### config.mk
export PLATFORM = sky130hd
export DESIGN_NAME = twin_chan_switch
export DESIGN_NICKNAME = d
export VERILOG_FILES = /design/src/rtl/chsel_pkg.sv /design/src/rtl/chsel_line_sync.sv /design/src/rtl/chsel_target.sv /design/src/rtl/chsel_ctrl_reg.sv /design/src/rtl/twin_chan_switch.sv
export SDC_FILE = /design/constraint.sdc
export NUM_CORES = 1
export LEC_CHECK = 0
export ABC_CLOCK_PERIOD_IN_PS = 4300
export BUFFER_PORTS_ARGS = -buffer_cell sky130_fd_sc_hd__buf_2
export CAP_MARGIN = 20
export CORE_ASPECT_RATIO = 1.75
export CORE_MARGIN = 5
export CORE_UTILIZATION = 63
export DETAILED_ROUTE_END_ITERATION = 10
export PLACE_DENSITY = 0.83
export RECOVER_POWER = 25
export SYNTH_ARGS = -nofsm -noshare
export SYNTH_HDL_FRONTEND = slang
export SYNTH_SLANG_ARGS = --single-unit
### constraint.sdc
create_clock -name clk -period 4.3 [get_ports clk]
set_input_delay 0.43 -clock clk [delete_from_list [all_inputs] [get_ports clk]]
set_output_delay 0.43 -clock clk [all_outputs]
set_load 0.01 [all_outputs]
### src/rtl/chsel_pkg.sv
package chsel_pkg;
  localparam int BYTE_W = 8;
  localparam int ADDR_W = 7;
  localparam int STRAP_W = 3;
  localparam logic [ADDR_W-STRAP_W-1:0] ADDR_HI = 4'b1110;
  localparam int EN_BIT = 2;
  localparam int SEL_BIT = 0;
  localparam int IRQ0_BIT = 4;
  localparam int IRQ1_BIT = 5;

  typedef enum logic [2:0] {
    ST_IDLE, ST_ADDR, ST_ACK_A, ST_WR, ST_ACK_W, ST_RD, ST_RACK
  } phase_t;

  // address comparison: fixed upper nibble followed by the straps
  function automatic logic addr_hit(logic [ADDR_W-1:0] rx, logic [STRAP_W-1:0] strap);
    return rx == {ADDR_HI, strap};
  endfunction

  // one-hot-or-zero channel enable decode
  function automatic logic [1:0] chan_decode(logic en, logic sel);
    if (!en) return 2'b00;
    return sel ? 2'b10 : 2'b01;
  endfunction

  // byte presented on a read
  function automatic logic [BYTE_W-1:0] status_byte(logic en, logic sel, logic irq0_n, logic irq1_n);
    logic [BYTE_W-1:0] b;
    b = '0;
    b[EN_BIT] = en;
    b[SEL_BIT] = sel;
    b[IRQ0_BIT] = ~irq0_n;
    b[IRQ1_BIT] = ~irq1_n;
    return b;
  endfunction
endpackage

### src/rtl/chsel_line_sync.sv
module chsel_line_sync #(
  parameter int STAGES = 2
) (
  input  logic clk,
  input  logic rst_n,
  input  logic scl_in,
  input  logic sda_in,
  output logic sda_s,
  output logic scl_rise,
  output logic scl_fall,
  output logic start_evt,
  output logic stop_evt
);
  logic [STAGES-1:0] scl_q, sda_q;
  logic scl_d, sda_d, scl_s;

  always_ff @(posedge clk or negedge rst_n) begin
    if (!rst_n) begin
      scl_q <= '1;
      sda_q <= '1;
      scl_d <= 1'b1;
      sda_d <= 1'b1;
    end else begin
      scl_q <= {scl_q[STAGES-2:0], scl_in};
      sda_q <= {sda_q[STAGES-2:0], sda_in};
      scl_d <= scl_q[STAGES-1];
      sda_d <= sda_q[STAGES-1];
    end
  end

  assign scl_s     = scl_q[STAGES-1];
  assign sda_s     = sda_q[STAGES-1];
  assign scl_rise  = scl_s & ~scl_d;
  assign scl_fall  = ~scl_s & scl_d;
  assign start_evt = scl_s & scl_d & sda_d & ~sda_s;
  assign stop_evt  = scl_s & scl_d & ~sda_d & sda_s;
endmodule

### src/rtl/chsel_target.sv
module chsel_target
  import chsel_pkg::*;
(
  input  logic                clk,
  input  logic                rst_n,
  input  logic                sda_s,
  input  logic                scl_rise,
  input  logic                scl_fall,
  input  logic                start_evt,
  input  logic                stop_evt,
  input  logic [STRAP_W-1:0]  strap,
  input  logic [BYTE_W-1:0]   rd_byte,
  output logic                sda_oe,
  output logic                wr_stb,
  output logic [1:0]          wr_ctl
);
  localparam int CNT_W = $clog2(BYTE_W + 1);
  localparam logic [CNT_W-1:0] FULL = CNT_W'(BYTE_W);

  phase_t              phase;
  logic [CNT_W-1:0]    cnt;
  logic [BYTE_W-1:0]   shreg, tx;
  logic                rnw, mack;

  assign wr_ctl = {shreg[EN_BIT], shreg[SEL_BIT]};

  always_ff @(posedge clk or negedge rst_n) begin
    if (!rst_n) begin
      phase  <= ST_IDLE;
      cnt    <= '0;
      shreg  <= '0;
      tx     <= '0;
      rnw    <= 1'b0;
      mack   <= 1'b0;
      sda_oe <= 1'b0;
      wr_stb <= 1'b0;
    end else begin
      wr_stb <= 1'b0;
      if (start_evt) begin
        phase  <= ST_ADDR;
        cnt    <= '0;
        sda_oe <= 1'b0;
      end else if (stop_evt) begin
        phase  <= ST_IDLE;
        sda_oe <= 1'b0;
      end else begin
        case (phase)
          ST_ADDR, ST_WR: begin
            if (scl_rise) begin
              shreg <= {shreg[BYTE_W-2:0], sda_s};
              cnt   <= cnt + 1'b1;
            end else if (scl_fall && cnt == FULL) begin
              if (phase == ST_ADDR) begin
                if (addr_hit(shreg[BYTE_W-1:1], strap)) begin
                  rnw    <= shreg[0];
                  sda_oe <= 1'b1;
                  phase  <= ST_ACK_A;
                end else begin
                  phase <= ST_IDLE;
                end
              end else begin
                wr_stb <= 1'b1;
                sda_oe <= 1'b1;
                phase  <= ST_ACK_W;
              end
            end
          end
          ST_ACK_A: if (scl_fall) begin
            cnt <= '0;
            if (rnw) begin
              tx     <= rd_byte;
              sda_oe <= ~rd_byte[BYTE_W-1];
              phase  <= ST_RD;
            end else begin
              sda_oe <= 1'b0;
              phase  <= ST_WR;
            end
          end
          ST_ACK_W: if (scl_fall) begin
            sda_oe <= 1'b0;
            cnt    <= '0;
            phase  <= ST_WR;
          end
          ST_RD: begin
            if (scl_rise) begin
              cnt <= cnt + 1'b1;
            end else if (scl_fall) begin
              if (cnt == FULL) begin
                sda_oe <= 1'b0;
                phase  <= ST_RACK;
              end else begin
                tx     <= {tx[BYTE_W-2:0], 1'b0};
                sda_oe <= ~tx[BYTE_W-2];
              end
            end
          end
          ST_RACK: begin
            if (scl_rise) begin
              mack <= ~sda_s;
            end else if (scl_fall) begin
              if (mack) begin
                tx     <= rd_byte;
                sda_oe <= ~rd_byte[BYTE_W-1];
                cnt    <= '0;
                phase  <= ST_RD;
              end else begin
                phase <= ST_IDLE;
              end
            end
          end
          default: ;
        endcase
      end
    end
  end
endmodule

### src/rtl/chsel_ctrl_reg.sv
module chsel_ctrl_reg
  import chsel_pkg::*;
(
  input  logic              clk,
  input  logic              rst_n,
  input  logic              wr_stb,
  input  logic [1:0]        wr_ctl,
  input  logic              stop_evt,
  input  logic              irq0_n,
  input  logic              irq1_n,
  output logic [1:0]        ch_en,
  output logic [BYTE_W-1:0] rd_byte
);
  logic pend_vld, pend_en, pend_sel, cur_en, cur_sel;

  always_ff @(posedge clk or negedge rst_n) begin
    if (!rst_n) begin
      pend_vld <= 1'b0;
      pend_en  <= 1'b0;
      pend_sel <= 1'b0;
      cur_en   <= 1'b0;
      cur_sel  <= 1'b0;
    end else begin
      if (wr_stb) begin
        pend_en  <= wr_ctl[1];
        pend_sel <= wr_ctl[0];
        pend_vld <= 1'b1;
      end
      if (stop_evt && pend_vld) begin
        cur_en   <= pend_en;
        cur_sel  <= pend_sel;
        pend_vld <= 1'b0;
      end
    end
  end

  assign ch_en   = chan_decode(cur_en, cur_sel);
  assign rd_byte = status_byte(cur_en, cur_sel, irq0_n, irq1_n);
endmodule

### src/rtl/twin_chan_switch.sv
module twin_chan_switch
  import chsel_pkg::*;
#(
  parameter int SYNC_STAGES = 2
) (
  input  logic               clk,
  input  logic               rst_n,
  input  logic               scl_in,
  input  logic               sda_in,
  output logic               sda_oe,
  input  logic [STRAP_W-1:0] strap,
  input  logic               irq0_n,
  input  logic               irq1_n,
  output logic               irq_out_n,
  output logic [1:0]         ch_en
);
  logic              sda_s, scl_rise, scl_fall, start_evt, stop_evt;
  logic              wr_stb;
  logic [1:0]        wr_ctl;
  logic [BYTE_W-1:0] rd_byte;

  chsel_line_sync #(.STAGES(SYNC_STAGES)) sync_i (
    .clk(clk), .rst_n(rst_n), .scl_in(scl_in), .sda_in(sda_in),
    .sda_s(sda_s), .scl_rise(scl_rise), .scl_fall(scl_fall),
    .start_evt(start_evt), .stop_evt(stop_evt)
  );

  chsel_target tgt_i (
    .clk(clk), .rst_n(rst_n), .sda_s(sda_s), .scl_rise(scl_rise),
    .scl_fall(scl_fall), .start_evt(start_evt), .stop_evt(stop_evt),
    .strap(strap), .rd_byte(rd_byte), .sda_oe(sda_oe),
    .wr_stb(wr_stb), .wr_ctl(wr_ctl)
  );

  chsel_ctrl_reg reg_i (
    .clk(clk), .rst_n(rst_n), .wr_stb(wr_stb), .wr_ctl(wr_ctl),
    .stop_evt(stop_evt), .irq0_n(irq0_n), .irq1_n(irq1_n),
    .ch_en(ch_en), .rd_byte(rd_byte)
  );

  assign irq_out_n = irq0_n & irq1_n;
endmodule

; Word-level counts from Yosys, hierarchy flattened
; Index checks and enable logic that the tools add are counted.
[totals]
register_bits = 37
in_bits = 9
output_inout_bits = 4
wordCells = 144
[op_classes]
add_sub_neg = 1
n_eq_ne = 33
n_mux = 59
n_bitwise = 18
n_reduce_logical = 16
[ops]
columns = op, n
row1 = $mux W7, 8
row2 = $mux W3, 14
row3 = $mux W4, 7
row4 = $ne A4 B2 Y1 const B, 7
row5 = $mux W1, 23
row6 = $reduce_and A11 Y1, 2
row7 = $pmux W7 S3, 1
row8 = $pmux W3 S5, 1
row9 = $reduce_and A7 Y1, 2
row10 = $ne A4 B3 Y1 const B, 3
row11 = $pmux W4 S3, 1
row12 = $ne A2 B1 Y1 const B, 5
row13 = $not A1 Y1, 10
row14 = $reduce_and A10 Y1, 1
row15 = $eq A3 B3 Y1 const B, 3
row16 = $and A1 B1 Y1, 8
row17 = $ne A2 B2 Y1 const B, 4
row18 = $reduce_and A4 Y1, 2
row19 = $eq A7 B7 Y1, 1
row20 = $reduce_bool A7 Y1, 1
row21 = $eq A3 B2 Y1 const B, 2
row22 = $mux W2, 3
row23 = $ne A3 B1 Y1 const B, 2
row24 = $ne A3 B2 Y1 const B, 2
row25 = other kinds (12), 14

; Depth between registers and ports, before layout
[depth]
depth_word = 8
mapped_depth = 8
depth_no_buf = 7

; By module
; From an unflattened synthesis, not the netlist that was laid out.
[unflattened]
hier_cells = 175
hier_area_um2 = 2107.0
[modules_own_cells]
columns = module, n_inst, cells_each, area_per_inst_um2, seq_area_each_um2
row1 = chsel_target, 1, 141, 1644.1, 650.6
row2 = chsel_ctrl_reg, 1, 23, 266.5, 125.1
row3 = chsel_line_sync, 1, 10, 190.2, 157.7
row4 = twin_chan_switch, 1, 1, 6.3, 0.0

; Worst setup path after synthesis
; Ideal clock, no wire load.
[synth_timing]
path_kind = reg-to-reg
start = register sync_i.scl_q[1]
end = register reg_i.cur_en
setup_ps = 125
arrival_ps = 1524
t_required_ps = 4175
setup_slack_ps = 2652
stages_incl_launch_ff = 5
path_buffers = 0
period_less_slack_ps = 1648
cell_sequence = dfstp_2 -> nand2_1 -> or2_2 -> nor2_1 -> mux2_2
[synth_between]
elab_chain_len = 4
[synth_lines]
columns = element, line_no
row1 = start: declaration, chsel_line_sync.sv:14  ; logic [STAGES-1:0] scl_q, sda_q;
row2 = start signal: assignment, chsel_line_sync.sv:24  ; scl_q <= {scl_q[STAGES-2:0], scl_in};
row3 = $and A1 B1 Y1 (3 in a row), chsel_line_sync.sv:36  ; assign stop_evt = scl_s & scl_d & ~sda_d & sda_s;
row4 = $logic_and A1 B1 Y1, chsel_ctrl_reg.sv:29  ; if (stop_evt && pend_vld) begin
row5 = end signal: assignment, chsel_ctrl_reg.sv:30  ; cur_en <= pend_en;
row6 = end: declaration, chsel_ctrl_reg.sv:14  ; logic pend_vld, pend_en, pend_sel, cur_en, cur_sel;
; No other way between the ends.
; A chain may end at the register's enable or synchronous reset.

; Worst setup path after layout
[layout_timing]
start = register sync_i.scl_q[1]
end = register tgt_i.phase[2]
[layout_between]
elab_chain_len = 5
elab_cells_between_ends = 22
cone_classes = eq/ne: 9 / mux: 2 / bitwise: 8 / reduce/logical: 3
[layout_lines]
columns = element, line_no
row1 = $and A1 B1 Y1 / $not A1 Y1 (equally long branches), "chsel_line_sync.sv:35, chsel_line_sync.sv:36, chsel_line_sync.sv:34"
row2 = $and A1 B1 Y1 (on tied branches), "chsel_line_sync.sv:35, chsel_line_sync.sv:34, chsel_line_sync.sv:36"
row3 = "$and A1 B1 Y1, or another cell as far along", chsel_line_sync.sv:35  ; assign start_evt = scl_s & scl_d & sda_d & ~sda_s;
row4 = "$ne A4 B2 Y1 (no source line), or another cell as far along", -
row5 = $reduce_and A10 Y1 (no source line) / $mux W3 (equally long branches), -
row6 = end signal: assignment, chsel_target.sv:29  ; phase <= ST_IDLE;
row7 = end signal: assignment, chsel_target.sv:40  ; phase <= ST_ADDR;
row8 = end signal: assignment, chsel_target.sv:44  ; phase <= ST_IDLE;
row9 = end: declaration, chsel_target.sv:20  ; phase_t phase;
; Parallel ways exist; a longest one is shown, timed or not.

==> impl_metrics.json <==
{
  "status": "complete, but fails checks",
  "violations": "max-capacitance violations, max-slew violations",
  "grt_util_all_layers": 0.199,
  "p_seq_frac": 0.433,
  "clock-root-buffer": "clkbuf_8",
  "cts_buffer_depth": 2,
  "setup.worst_path.end_class": "flop",
  "vdd_drop_max_mv": 0.369,
  "synth_enable_flop_cells": 0,
  "worst_pin_slew_ns": 1.88,
  "synth_cells": 176,
  "via_per_inst": 6.31,
  "dr.first_iter.drc_count": 50,
  "initial_core_util": 0.648,
  "reg2reg_setup_slack_ns": 2.32,
  "diodes": 0,
  "cp-start-kind": "flop",
  "finalClockSkew_ns": 0.00283,
  "critPathMaxStageDelay_ns": 0.69,
  "cts_sinks": 37,
  "seq_area_frac_synth": 0.497,
  "rsz0062_at_grt": "no",
  "die_w_um": 51.3,
  "swShare": 0.344,
  "grt_start_max_net_pins": 38,
  "area_delta_synth_final_pct": 9.93,
  "r2r-start": "sync_i.scl_q[1]",
  "ys_seq_elements": 37,
  "hold_depth": 1,
  "io_pins": 13,
  "wl_per_cell_um": 16.5,
  "first_pass_iters": 4,
  "vias": 1382,
  "crit_required_ns": 4.48,
  "wl_mm": 3.61,
  "final_common_cell": "dfrtp_1",
  "fin_tns_setup_ns": 0,
  "reg2reg_to": "tgt_i.phase[2]",
  "worstPathMaxFanout": 8,
  "cts_tree": "yes",
  "numCtsBuffers": 5,
  "hold_start": "scl_in",
  "slew_headroom": -0.256,
  "min_period_ns": 1.98,
  "synth_flop_cell": "dfrtp_1",
  "synth_largest_area_cell": "dfrtp_1",
  "p_int_mw": 0.776,
  "finalCoreUtilization": 0.713,
  "cts_hold_buf": 0,
  "insertion_delay_ns": 0.29,
  "nFillCells": 207,
  "numPlacedInstances": 211,
  "io_buffers": 12,
  "drv_slew": 38,
  "setup_viol": 0,
  "postCtsSetupBuffers": 0,
  "yosys-top-cells-area": "dfrtp_1, dfstp_2, mux2_2",
  "power_switching_mw": 0.408,
  "clk_pin_slew_ns": 0.07,
  "overflow": 0,
  "ff2ff_path_depth": 5,
  "core_um2": 2900,
  "grt_first_pass_wirelength_mm": 6.11,
  "rows": 26,
  "final_cell_mix": "dfrtp_1, nand2_1, mux2_2",
  "synthArstFlopShare": 1.00,
  "fmax_mhz": 504,
  "power.density_nw_per_um2": 574,
  "ys_types": 48,
  "final_cells": 219,
  "h-tree-depth": 2,
  "period_share": 0.461,
  "gp_congestion": 0.828,
  "postRouteAntennaNets": 0,
  "hold_viol": 0,
  "cpMaxStageDelayCell": "dfstp_1",
  "antenna_found_initial": 0,
  "first_global_vias": 1409,
  "synth_top_area_frac": 0.413,
  "power_leakage_nw": 0.937,
  "dieArea_um2": 4210,
  "yosys_warnings": 0,
  "syn_nets": 187,
  "path_class": "flop to flop",
  "hp-class": "input port to flop",
  "arrival_ns": 2.16,
  "final_nets": 201,
  "total_power_mw": 1.18,
  "cts_resized": 0,
  "netlist_area_um2": 1880,
  "dp_hpwl_mm": 2.68,
  "cap_violations": 1,
  "die_h_um": 82.2,
  "min_to": "sync_i.scl_q[0]",
  "power_frac_comb": 0.309,
  "drive_gt1_frac": 0.230,
  "crit_chain": "nand2_1, nor2_2, a21oi_1, or2_1, o41ai_2",
  "clkPwrFrac": 0.258,
  "avgSynthCellArea_um2": 10.7,
  "drc_errors": 0
}
[cell families after synthesis]
| logic type | share of synthesized area |
|---|---|
| AND/OR/NAND/NOR | 0.191 |
| adder cells (fa/ha/maj) | 0.0133 |
| AO/OA/AOI/OAI | 0.171 |
| flip-flops | 0.497 |
| multiplexers | 0.0827 |
| XOR/XNOR | 0.0187 |
| buffers and inverters | 0.0267 |
[Yosys cell counts (all sizes together) (2+ instances only)]
cell / count
dfrtp: 31
nand2: 18
o21ai: 17
nor2: 13
mux2: 12
a21oi: 7
inv: 7
dfstp: 6
and2: 5
buf: 4
nand2b: 4
nand3b: 4
nor2b: 3
nor3: 3
o22ai: 3
or2: 3
xor2: 3
a2111o: 2
a211oi: 2
a2bb2oi: 2
a31oi: 2
ha: 2
mux2i: 2
or3: 2
[routing by layer]
metal,part of all wire,global-route usage,wire (um)
met1,0.35,0.186,1250
met2,0.55,0.360,1990
met5,0,0,0
met3,0.054,0.0610,194
met4,0.046,0.139,166
[power by group through the flow]
stage	clock, mW	combinational (mW)	sequential [mW]
3_3_place_gp	0	0.342	0.513
4_1_cts	0.313	0.365	0.511
3_5_place_dp	0	0.361	0.518
2_1_floorplan	0	0.318	0.473
6_report	0.306	0.365	0.513
5_1_grt	0.331	0.402	0.525
[stage by stage]
stage	worst slack (ns)	area, um2	hold WS, ns
after floorplan	2.65	1880	0.134
after global placement	2.43	1950	0.347
after detailed placement	2.39	1950	0.348
after CTS	2.37	2060	0.224
after global routing	2.15	2060	0.212
final	2.32	2060	0.229
[final cells by class]
class | count | area (um2) | area share
clock buffer | 7 | 86.3 | 0.0418
tap | 28 | 35.0 | 0.0170
timing repair buffer | 12 | 58.8 | 0.0285
sequential | 37 | 933 | 0.452
clock inverter | 1 | 30.0 | 0.0146
inverter | 7 | 26.3 | 0.0127
multi-input combinational | 127 | 893 | 0.433
[registers in the layout, summed over array words and instances, names as in the netlist]
signal / cells
reg_i.pend_en: 1
reg_i.pend_sel: 1
tgt_i.rnw: 1
tgt_i.phase: 3
reg_i.cur_en: 1
tgt_i.cnt: 4
tgt_i.wr_stb: 1
sync_i.sda_d: 1
sync_i.sda_q: 2
sync_i.scl_q: 2
reg_i.cur_sel: 1
tgt_i.shreg: 8
sync_i.scl_d: 1
tgt_i.sda_oe: 1
tgt_i.mack: 1
reg_i.pend_vld: 1
tgt_i.tx: 7
[worst max-delay path, delay by kind of cell (launching register included)]
family	cells	cell delay, ns
AO/OA/AOI/OAI	2	0.48
flip-flops	1	0.69
AND/OR/NAND/NOR	3	0.70
[worst max-delay path by stage]
stage | from | to
after floorplan | sync_i.scl_q[1] | reg_i.cur_en
after global placement | tgt_i.phase[1] | tgt_i.cnt[2]
after detailed placement | tgt_i.phase[1] | tgt_i.cnt[2]
after CTS | tgt_i.phase[1] | tgt_i.cnt[2]
after global routing | rst_n | tgt_i.tx[5]
final | sync_i.scl_q[1] | tgt_i.phase[2]
Note: power is estimated with default switching activity, not from simulation.
